## src/rtl/eeprom_seq_pkg.sv

```systemverilog
package eeprom_seq_pkg;
  localparam logic [3:0] CMD_NONE  = 4'b0000;
  localparam logic [3:0] CMD_START = 4'b1000;
  localparam logic [3:0] CMD_WRITE = 4'b0100;
  localparam logic [3:0] CMD_READ  = 4'b0010;
  localparam logic [3:0] CMD_STOP  = 4'b0001;

  typedef enum logic [1:0] {TX_DEV, TX_ADDR, TX_DATA} txSel_e;

  // strobes from control to datapath
  typedef struct packed {
    logic   capture;
    logic   setErr;
    logic   latchRd;
    logic   devRead;
    txSel_e txSel;
  } dpCtl_t;
endpackage

```

## src/rtl/eeprom_seq_ctrl.sv

```systemverilog
module eeprom_seq_ctrl
  import eeprom_seq_pkg::*;
(
  input  logic       clk,
  input  logic       rstN,
  input  logic       reqValid,
  input  logic       reqRead,
  input  logic       busBusy,
  input  logic       busAck,
  output logic [3:0] busCmd,
  output logic       doneValid,
  output dpCtl_t     dpCtl
);
  typedef enum logic [2:0] {PH_IDLE, PH_ISSUE, PH_WAITHI, PH_WAITLO, PH_DONE} phase_e;
  typedef enum logic [2:0] {
    ST_START, ST_DEVW, ST_ADDR, ST_DATA, ST_RESTART, ST_DEVR, ST_READ, ST_STOP
  } step_e;

  phase_e phaseQ;
  step_e  stepQ;
  logic   isReadQ;

  function automatic step_e nextStep(step_e s, logic rd);
    case (s)
      ST_START:   return ST_DEVW;
      ST_DEVW:    return ST_ADDR;
      ST_ADDR:    return rd ? ST_RESTART : ST_DATA;
      ST_RESTART: return ST_DEVR;
      ST_DEVR:    return ST_READ;
      default:    return ST_STOP;
    endcase
  endfunction

  function automatic logic [3:0] cmdOf(step_e s);
    case (s)
      ST_START, ST_RESTART:          return CMD_START;
      ST_READ:                       return CMD_READ;
      ST_STOP:                       return CMD_STOP;
      default:                       return CMD_WRITE;
    endcase
  endfunction

  logic isWriteStep;
  logic stepDone;
  assign isWriteStep = (cmdOf(stepQ) == CMD_WRITE);
  assign stepDone    = (phaseQ == PH_WAITLO) && !busBusy;

  always_ff @(posedge clk) begin
    if (!rstN) begin
      phaseQ  <= PH_IDLE;
      stepQ   <= ST_START;
      isReadQ <= 1'b0;
    end else begin
      case (phaseQ)
        PH_IDLE: if (reqValid) begin
          phaseQ  <= PH_ISSUE;
          stepQ   <= ST_START;
          isReadQ <= reqRead;
        end
        PH_ISSUE:  phaseQ <= PH_WAITHI;
        PH_WAITHI: if (busBusy) phaseQ <= PH_WAITLO;
        PH_WAITLO: if (!busBusy) begin
          if (stepQ == ST_STOP) begin
            phaseQ <= PH_DONE;
          end else if (isWriteStep && busAck) begin
            stepQ  <= ST_STOP;
            phaseQ <= PH_ISSUE;
          end else begin
            stepQ  <= nextStep(stepQ, isReadQ);
            phaseQ <= PH_ISSUE;
          end
        end
        default: phaseQ <= PH_IDLE;
      endcase
    end
  end

  always_comb begin
    busCmd          = (phaseQ == PH_ISSUE) ? cmdOf(stepQ) : CMD_NONE;
    doneValid       = (phaseQ == PH_DONE);
    dpCtl.capture   = (phaseQ == PH_IDLE) && reqValid;
    dpCtl.setErr    = stepDone && isWriteStep && busAck;
    dpCtl.latchRd   = stepDone && (stepQ == ST_READ);
    dpCtl.devRead   = (stepQ == ST_DEVR);
    case (stepQ)
      ST_DEVW, ST_DEVR: dpCtl.txSel = TX_DEV;
      ST_ADDR:          dpCtl.txSel = TX_ADDR;
      default:          dpCtl.txSel = TX_DATA;
    endcase
  end

  // one-hot strobes lasting one cycle
  assert_cmd_onehot_R1: assert property (@(posedge clk) disable iff (!rstN)
    $onehot0(busCmd));
  assert_cmd_single_R1: assert property (@(posedge clk) disable iff (!rstN)
    (busCmd != CMD_NONE) |=> (busCmd == CMD_NONE));
  // never issue onto a busy engine
  assert_cmd_idle_engine_R2: assert property (@(posedge clk) disable iff (!rstN)
    (busCmd != CMD_NONE) |-> !busBusy);
  // done is a pulse
  assert_done_pulse_R8: assert property (@(posedge clk) disable iff (!rstN)
    doneValid |=> !doneValid);
  // done comes right after a completed stop, no command with it
  assert_done_quiet_R8: assert property (@(posedge clk) disable iff (!rstN)
    doneValid |-> (busCmd == CMD_NONE) && $past(stepQ == ST_STOP));
endmodule

```

## src/rtl/eeprom_seq_dp.sv

```systemverilog
module eeprom_seq_dp
  import eeprom_seq_pkg::*;
#(
  parameter int        DATA_W = 8,
  parameter int        ADDR_W = 8,
  parameter logic [6:0] DEV_ID = 7'b1010000
) (
  input  logic              clk,
  input  logic              rstN,
  input  dpCtl_t            dpCtl,
  input  logic [ADDR_W-1:0] reqAddr,
  input  logic [DATA_W-1:0] reqWdata,
  input  logic [DATA_W-1:0] busRxByte,
  output logic [DATA_W-1:0] busTxByte,
  output logic [DATA_W-1:0] rdData,
  output logic              errFlag
);
  localparam int PAD_W = DATA_W - ADDR_W;

  logic [ADDR_W-1:0] addrQ;
  logic [DATA_W-1:0] wdataQ;

  always_ff @(posedge clk) begin
    if (!rstN) begin
      addrQ   <= '0;
      wdataQ  <= '0;
      rdData  <= '0;
      errFlag <= 1'b0;
    end else begin
      if (dpCtl.capture) begin
        addrQ   <= reqAddr;
        wdataQ  <= reqWdata;
        errFlag <= 1'b0;
      end
      if (dpCtl.setErr)  errFlag <= 1'b1;
      if (dpCtl.latchRd) rdData  <= busRxByte;
    end
  end

  logic [DATA_W-1:0] addrByte;
  generate
    if (PAD_W > 0) begin : g_pad
      assign addrByte = {{PAD_W{1'b0}}, addrQ};
    end else begin : g_nopad
      assign addrByte = addrQ[DATA_W-1:0];
    end
  endgenerate

  always_comb begin
    case (dpCtl.txSel)
      TX_DEV:  busTxByte = {{(DATA_W-8){1'b0}}, DEV_ID, dpCtl.devRead};
      TX_ADDR: busTxByte = addrByte;
      default: busTxByte = wdataQ;
    endcase
  end

  // an error can only be raised by a sample on a completed write
  assert_err_only_on_nack_R6: assert property (@(posedge clk) disable iff (!rstN)
    $rose(errFlag) |-> $past(dpCtl.setErr));
endmodule

```

## src/rtl/eeprom_seq.sv

```systemverilog
module eeprom_seq
  import eeprom_seq_pkg::*;
#(
  parameter int DATA_W = 8,
  parameter int ADDR_W = 8
) (
  input  logic              clk,
  input  logic              rstN,
  input  logic              reqValid,
  input  logic              reqRead,
  input  logic [ADDR_W-1:0] reqAddr,
  input  logic [DATA_W-1:0] reqWdata,
  output logic              doneValid,
  output logic [DATA_W-1:0] rdData,
  output logic              errFlag,
  output logic [3:0]        busCmd,
  output logic [DATA_W-1:0] busTxByte,
  input  logic              busBusy,
  input  logic              busAck,
  input  logic [DATA_W-1:0] busRxByte
);
  dpCtl_t dpCtl;

  eeprom_seq_ctrl u_ctrl (
    .clk(clk), .rstN(rstN), .reqValid(reqValid), .reqRead(reqRead),
    .busBusy(busBusy), .busAck(busAck), .busCmd(busCmd),
    .doneValid(doneValid), .dpCtl(dpCtl)
  );

  eeprom_seq_dp #(.DATA_W(DATA_W), .ADDR_W(ADDR_W)) u_dp (
    .clk(clk), .rstN(rstN), .dpCtl(dpCtl), .reqAddr(reqAddr),
    .reqWdata(reqWdata), .busRxByte(busRxByte), .busTxByte(busTxByte),
    .rdData(rdData), .errFlag(errFlag)
  );
endmodule

```

## config.mk

```make
export PLATFORM = sky130hd
export DESIGN_NAME = eeprom_seq
export DESIGN_NICKNAME = d
export VERILOG_FILES = /design/src/rtl/eeprom_seq_pkg.sv /design/src/rtl/eeprom_seq_ctrl.sv /design/src/rtl/eeprom_seq_dp.sv /design/src/rtl/eeprom_seq.sv
export SDC_FILE = /design/constraint.sdc
export NUM_CORES = 1
export LEC_CHECK = 0
export ABC_CLOCK_PERIOD_IN_PS = 1950
export BUFFER_PORTS_ARGS = -buffer_cell sky130_fd_sc_hd__buf_2
export CORE_MARGIN = 10
export CORE_UTILIZATION = 40
export DETAILED_ROUTE_END_ITERATION = 10
export GPL_ROUTABILITY_DRIVEN = 0
export GPL_TIMING_DRIVEN = 0
export PLACE_DENSITY = 0.73
export SETUP_SLACK_MARGIN = 0.2
export SYNTH_ARGS = -nofsm -noshare
export SYNTH_HDL_FRONTEND = slang
export SYNTH_SLANG_ARGS = --single-unit
```

## constraint.sdc

```tcl
create_clock -name clk -period 1.95 [get_ports clk]
set_input_delay 0.4875 -clock clk [delete_from_list [all_inputs] [get_ports clk]]
set_output_delay 0.4875 -clock clk [all_outputs]
set_load 0.01 [all_outputs]
```

## Word-level counts from Yosys, hierarchy flattened

Index checks and enable logic that the tools add are counted.

- Register bits: 32
- Input port bits: 30
- Output and inout port bits: 22
- Logic and storage cells: 58

- Mux-type cells: 18
- Reduce and logical (&&, ||, !) cells: 17
- Eq/ne operators: 16

Operator list:

| cell | number |
|---|---|
| $mux 3 | 9 |
| $pmux 8 s2 | 1 |
| $eq 3x3->1 const B | 5 |
| $pmux 3 s5 | 1 |
| $pmux 3 s4 | 1 |
| $pmux 4 s3 | 1 |
| $eq 3x2->1 const B | 3 |
| $ne 2x2->1 const B | 4 |
| $eq 3x1->1 const B | 2 |
| $logic_and 1x1->1 | 6 |
| $logic_not 3->1 | 2 |
| $pmux 3 s2 | 1 |
| $eq 4x3->1 const B | 1 |
| $mux 4 | 1 |
| $pmux 2 s2 | 1 |
| $reduce_and 4->1 | 1 |
| $reduce_bool 2->1 | 2 |
| $reduce_or 2->1 | 2 |
| $reduce_and 3->1 | 1 |
| $eq 2x1->1 const B | 1 |
| $logic_not 2->1 | 1 |
| $mux 1 | 2 |
| $reduce_and 2->1 | 1 |
| $logic_not 1->1 | 1 |

## Logic depth before layout (Yosys ltp)

- Word-level depth: 9
- Depth in mapped cells: 5
- Depth with buffers taken out: 3

## Modules after synthesis

From an unflattened synthesis, not the netlist that was laid out.

- Cell total of the unflattened synthesis: 166
- Area, all modules: 1,595.3 um2

Modules (own cells, without submodules):

| module | cells an instance | instances | seq. area each (um2) | area an instance (um2) |
|---|---|---|---|---|
| eeprom_seq_dp | 106 | 1 | 500.5 | 1,074.8 |
| eeprom_seq_ctrl | 60 | 1 | 140.1 | 520.5 |

## Worst setup path before layout

Ideal clock, no wire load.

- Path type: flip-flop to output port
- Start point: register u_ctrl.stepQ[0]
- End point: output port busTxByte[1]
- Path buffers: 2
- Cell stages (with the launch flop): 5
- Slack: 275 ps
- Arrival time: 1,187 ps
- Data required time: 1,462 ps
- Cells stage by stage: dfxtp_1 clkbuf_1 buf_1 a22oi_1 o2bb2ai_1

- Word-level cells in the longest chain between the ends: 5
- Elaborated cells on any way between the ends: 8
- Classes of those cells: eq/ne: 4; mux: 2; reduce/logical: 2

RTL lines:

| element | line | text |
|---|---|---|
| from (decl) | eeprom_seq_ctrl.sv:20 | `step_e stepQ;` |
| from (signal assigned) | eeprom_seq_ctrl.sv:69 | `stepQ <= nextStep(stepQ, isReadQ);` |
| $eq 3x1->1 or $eq 3x3->1 (tied branches) | eeprom_seq_ctrl.sv:85 | `case (stepQ)` |
| $reduce_or 2->1 | eeprom_seq_ctrl.sv:85 |  |
| $pmux 2 s2 * | eeprom_seq_ctrl.sv:85 |  |
| $eq 2x1->1 or $logic_not 2->1 (tied branches) | eeprom_seq_dp.sv:50 | `case (dpCtl.txSel)` |
| $pmux 8 s2 * | eeprom_seq_dp.sv:50 |  |
| to (decl) | eeprom_seq.sv:17 | `output logic [DATA_W-1:0] busTxByte,` |

Every way passes the cells marked *; elsewhere a longest branch is shown, timed or not.

## Worst setup path in the final report

- Start point: register u_ctrl.stepQ[1]
- End point: output port busTxByte[1]

Same word-level chain as after synthesis.

==> load_flow_metrics.sql <==
INSERT INTO impl_metrics (metric_group, metric, value, unit) VALUES
('sta', 'min_period_over_period', '97.2', '%'),
('synthesis', 'synth_seq_area_share', '39.8', '%'),
('layout', 'util_after_layout', '61.7', '%'),
('worst_setup_path', 'start_kind', 'flip-flop', ''),
('worst_setup_path', 'critical_path_class', 'reg -> out', ''),
('sta', 'finalMaxSlewViolations', '0', ''),
('worst_setup_path', 'worst-endpoint-required', '1.46', 'ns'),
('sta', 'final_period_minus_worst_setup_slack', '1.90', 'ns'),
('power', 'seqPwrFrac', '45.3', '%'),
('worst_setup_path', 'cp_slowest_stage_delay', '0.38', 'ns'),
('drt', 'route.detailed.vias_per_inst', '5.34', ''),
('power', 'power_switching', '0.000449', 'W'),
('layout', 'nNetsFinal', '296', ''),
('synthesis', 'synth_fp_nets', '226', ''),
('worst_setup_path', 'timing.critical_path.buf_inv', '2', ''),
('synthesis', 'synth_enable_flop_cells', '0', ''),
('power', 'vdd.ir_drop.worst', '0.445', 'mV'),
('synthesis', 'synth_top_cells_by_count', '38 x sky130_fd_sc_hd__nand2_1, 32 x sky130_fd_sc_hd__dfxtp_1, 25 x sky130_fd_sc_hd__a21boi_0', ''),
('clocking', 'worstSkewPairLatency', '0.29', 'ns'),
('outcome', 'status', 'completed', ''),
('worst_setup_path', 'crit_family', 'flip-flops', ''),
('drt', 'detail_route.iter0.violations', '102', ''),
('drt', 'count_of_vias_placed_by_the_detailed_router', '1681', ''),
('clocking', 'number_of_clock_sinks', '32', ''),
('global_routing', 'grt_pass1_vias', '1661', ''),
('placement', 'dp_worst_setup_slack', '-0.0266', 'ns'),
('synthesis', 'synth_top_cell_area_share', '39.8', '%'),
('clocking', 'clock_tree.buffer_depth', '2', ''),
('layout', 'fillers', '350', ''),
('global_routing', 'grt_use_total', '13.2', '%'),
('power', 'intPower', '0.00113', 'W'),
('synthesis', 'netlist_area', '1610', 'µm²'),
('die', 'floorplan.die.width', '83.4', 'µm'),
('die', 'design.die.area', '6960', 'µm²'),
('die', 'floorplan.core_area', '3770', 'µm²'),
('layout', 'area_growth', '44.7', '%'),
('layout', 'insertedDiodeCount', '0', ''),
('sta', 'max_slew.worst_pin.slew', '0.474', 'ns'),
('power', 'pwr-share-comb', '21.2', '%'),
('global_routing', 'grt_first_pass_wirelength', '7.78', 'mm'),
('synthesis', 'yosys.cell_count.top_type', 'sky130_fd_sc_hd__nand2_1', ''),
('sta', 'fin_ws', '0.0542', 'ns'),
('job', 'drv.max_cap_violation_count', '0', ''),
('layout', 'stdcell_count', '315', ''),
('drt', 'antenna_left', '0', ''),
('worst_setup_path', 'worst_ep_arrival_time', '1.41', 'ns'),
('synthesis', 'ys.flop_type', 'sky130_fd_sc_hd__dfxtp_1', ''),
('sta', 'slew_headroom', '68.4', '%'),
('die', 'floorplan.io_pins', '52', ''),
('synthesis', 'synth.ff_latch_count', '32', ''),
('drt', 'finalWirelength', '5.07', 'mm'),
('sta', 'setup_viol', '0', ''),
('global_routing', 'grt-ovfl-total', '0', ''),
('synthesis', 'synth_area_leaders', 'sky130_fd_sc_hd__dfxtp_1 40%, sky130_fd_sc_hd__a21boi_0 12%, sky130_fd_sc_hd__nand2_1 8.9%', ''),
('power', 'total_power', '0.00158', 'W'),
('synthesis', 'ys_warnings', '0', ''),
('drt', 'post-route-drc-count', '0', ''),
('sta', 'grt_setup_unrepaired', 'true', ''),
('placement', 'port-buffer-count', '51', ''),
('placement', 'placed_cells_incl_taps', '295', ''),
('power', 'switching_share', '28.4', '%'),
('placement', 'hpwlAfterDp', '3.22', 'mm'),
('global_routing', 'grt_max_degree', '11', ''),
('die', 'number_of_placement_rows', '22', ''),
('drt', 'drt_pass1_iterations', '4', ''),
('clocking', 'cts_hold_buffers', '0', ''),
('clocking', 'tritoncts', 'built', ''),
('clocking', 'htree_num_levels', '2', ''),
('clocking', 'cts_inserted_buffers', '5', ''),
('clocking', 'worst_setup_hold_path_clk_slew', '0.07', 'ns'),
('synthesis', 'syn-mean-instance-area', '8.20', 'µm²');
[cell usage in the layout (no fill, tap or decap), drive strengths merged]
master    instances
nand3            10
a22oi             6
o211ai            3
nand2            38
nor2b             2
clkinvlp          1
inv               3
or2               1
o22ai             2
clkbuf           12
nor4b             1
o311ai            1
o211a             2
xnor2             2
nor3              5
a32oi             1
and2              1
and3              1
nor3b             1
nor2              9
and3b             1
buf              76
or4b              1
nand2b            1
o2bb2ai           5
and4b             1
o21ai            10
a32o              1
o31ai             1
dfxtp            32
nand4bb           1
nor4bb            1
a21oi             5
a221oi            1
nand3b            2
a21boi           26
[power by group through the flow]
| stage | Clock, W | Combinational, W | Sequential (W) |
|---|---|---|---|
| global placement | 0 | 0.000262 | 0.000724 |
| floorplan | 0 | 0.000176 | 0.000718 |
| global route | 0.000568 | 0.000374 | 0.000719 |
| CTS | 0.000537 | 0.000293 | 0.000714 |
| detailed placement | 0 | 0.000263 | 0.000725 |
| finish | 0.000530 | 0.000336 | 0.000716 |
[through the flow]
stage / setup TNS [ns] / cell area [µm²]
detailed placement: -0.0416 / 1920
global route: 0 / 2330
floorplan: 0 / 1610
finish: 0 / 2330
global placement: -0.0776 / 1920
CTS: 0 / 2180
[per-layer routing]
metal	GRT usage, %	share of wire, %	vias up
li1	-	-	837
met1	16.0	45	784
met2	20.6	47	54
met3	6.15	7.0	6
met4	3.23	0.91	0
met5	0	0	-
[cells by family (layout without fill, tap and decap cells)]
family	Yosys count	after routing	share of synthesized area [%]
simple gates	77	77	24.2
compound gates	64	64	28.8
flops	32	32	39.8
buf+inv	21	92	6.07
xor+xnor	2	2	1.09
[flip-flops by register name (all words and copies together), names as in the netlist]
register        flops
u_dp.addrByte       8
u_dp.rdData         8
u_dp.wdataQ         8
u_ctrl.phaseQ       3
u_ctrl.stepQ        3
u_ctrl.isReadQ      1
u_dp.errFlag        1
[worst register-to-register path: stages, from the launching register on]
cell                       delay [ns]
sky130_fd_sc_hd__dfxtp_2         0.34
sky130_fd_sc_hd__buf_8           0.12
sky130_fd_sc_hd__buf_6           0.10
sky130_fd_sc_hd__buf_6           0.10
sky130_fd_sc_hd__nand3b_1        0.10
sky130_fd_sc_hd__buf_4           0.15
sky130_fd_sc_hd__buf_4           0.13
sky130_fd_sc_hd__buf_4           0.12
sky130_fd_sc_hd__buf_4           0.15
sky130_fd_sc_hd__o21ai_1         0.14
sky130_fd_sc_hd__a21boi_0        0.12
[final timing paths]
kind / start / end / slack [ns] / depth (start not counted)
max: u_ctrl.stepQ[1] / busTxByte[1] / 0.05 / 5
min: reqAddr[6] / u_dp.addrByte[6] / 0.44 / 3
max reg2reg: u_ctrl.stepQ[2] / u_dp.rdData[3] / 0.29 / 10
min reg2reg: u_dp.errFlag / u_dp.errFlag / 0.47 / 2
[cell type report]
| cell class | instances | area [µm²] | share of cell area, % |
|---|---|---|---|
| tap | 48 | 60.1 | 2.58 |
| buffer | 17 | 148 | 6.35 |
| clock buffer | 8 | 90.1 | 3.87 |
| inverter | 4 | 18.8 | 0.807 |
| timing repair buffer | 63 | 357 | 15.3 |
| sequential | 32 | 651 | 28.0 |
| multi-input combinational | 143 | 1000 | 43.1 |
[repair_timing]
| item | in CTS | in global routing |
|---|---|---|
| resized for setup | 32 | 33 |
| endpoints found under the setup margin | 13 | 16 |
| buffers inserted | 8 | 3 |
| cloned | 1 | 0 |
| pin swaps | 12 | 8 |
Note: power is estimated with default switching activity, not from simulation.
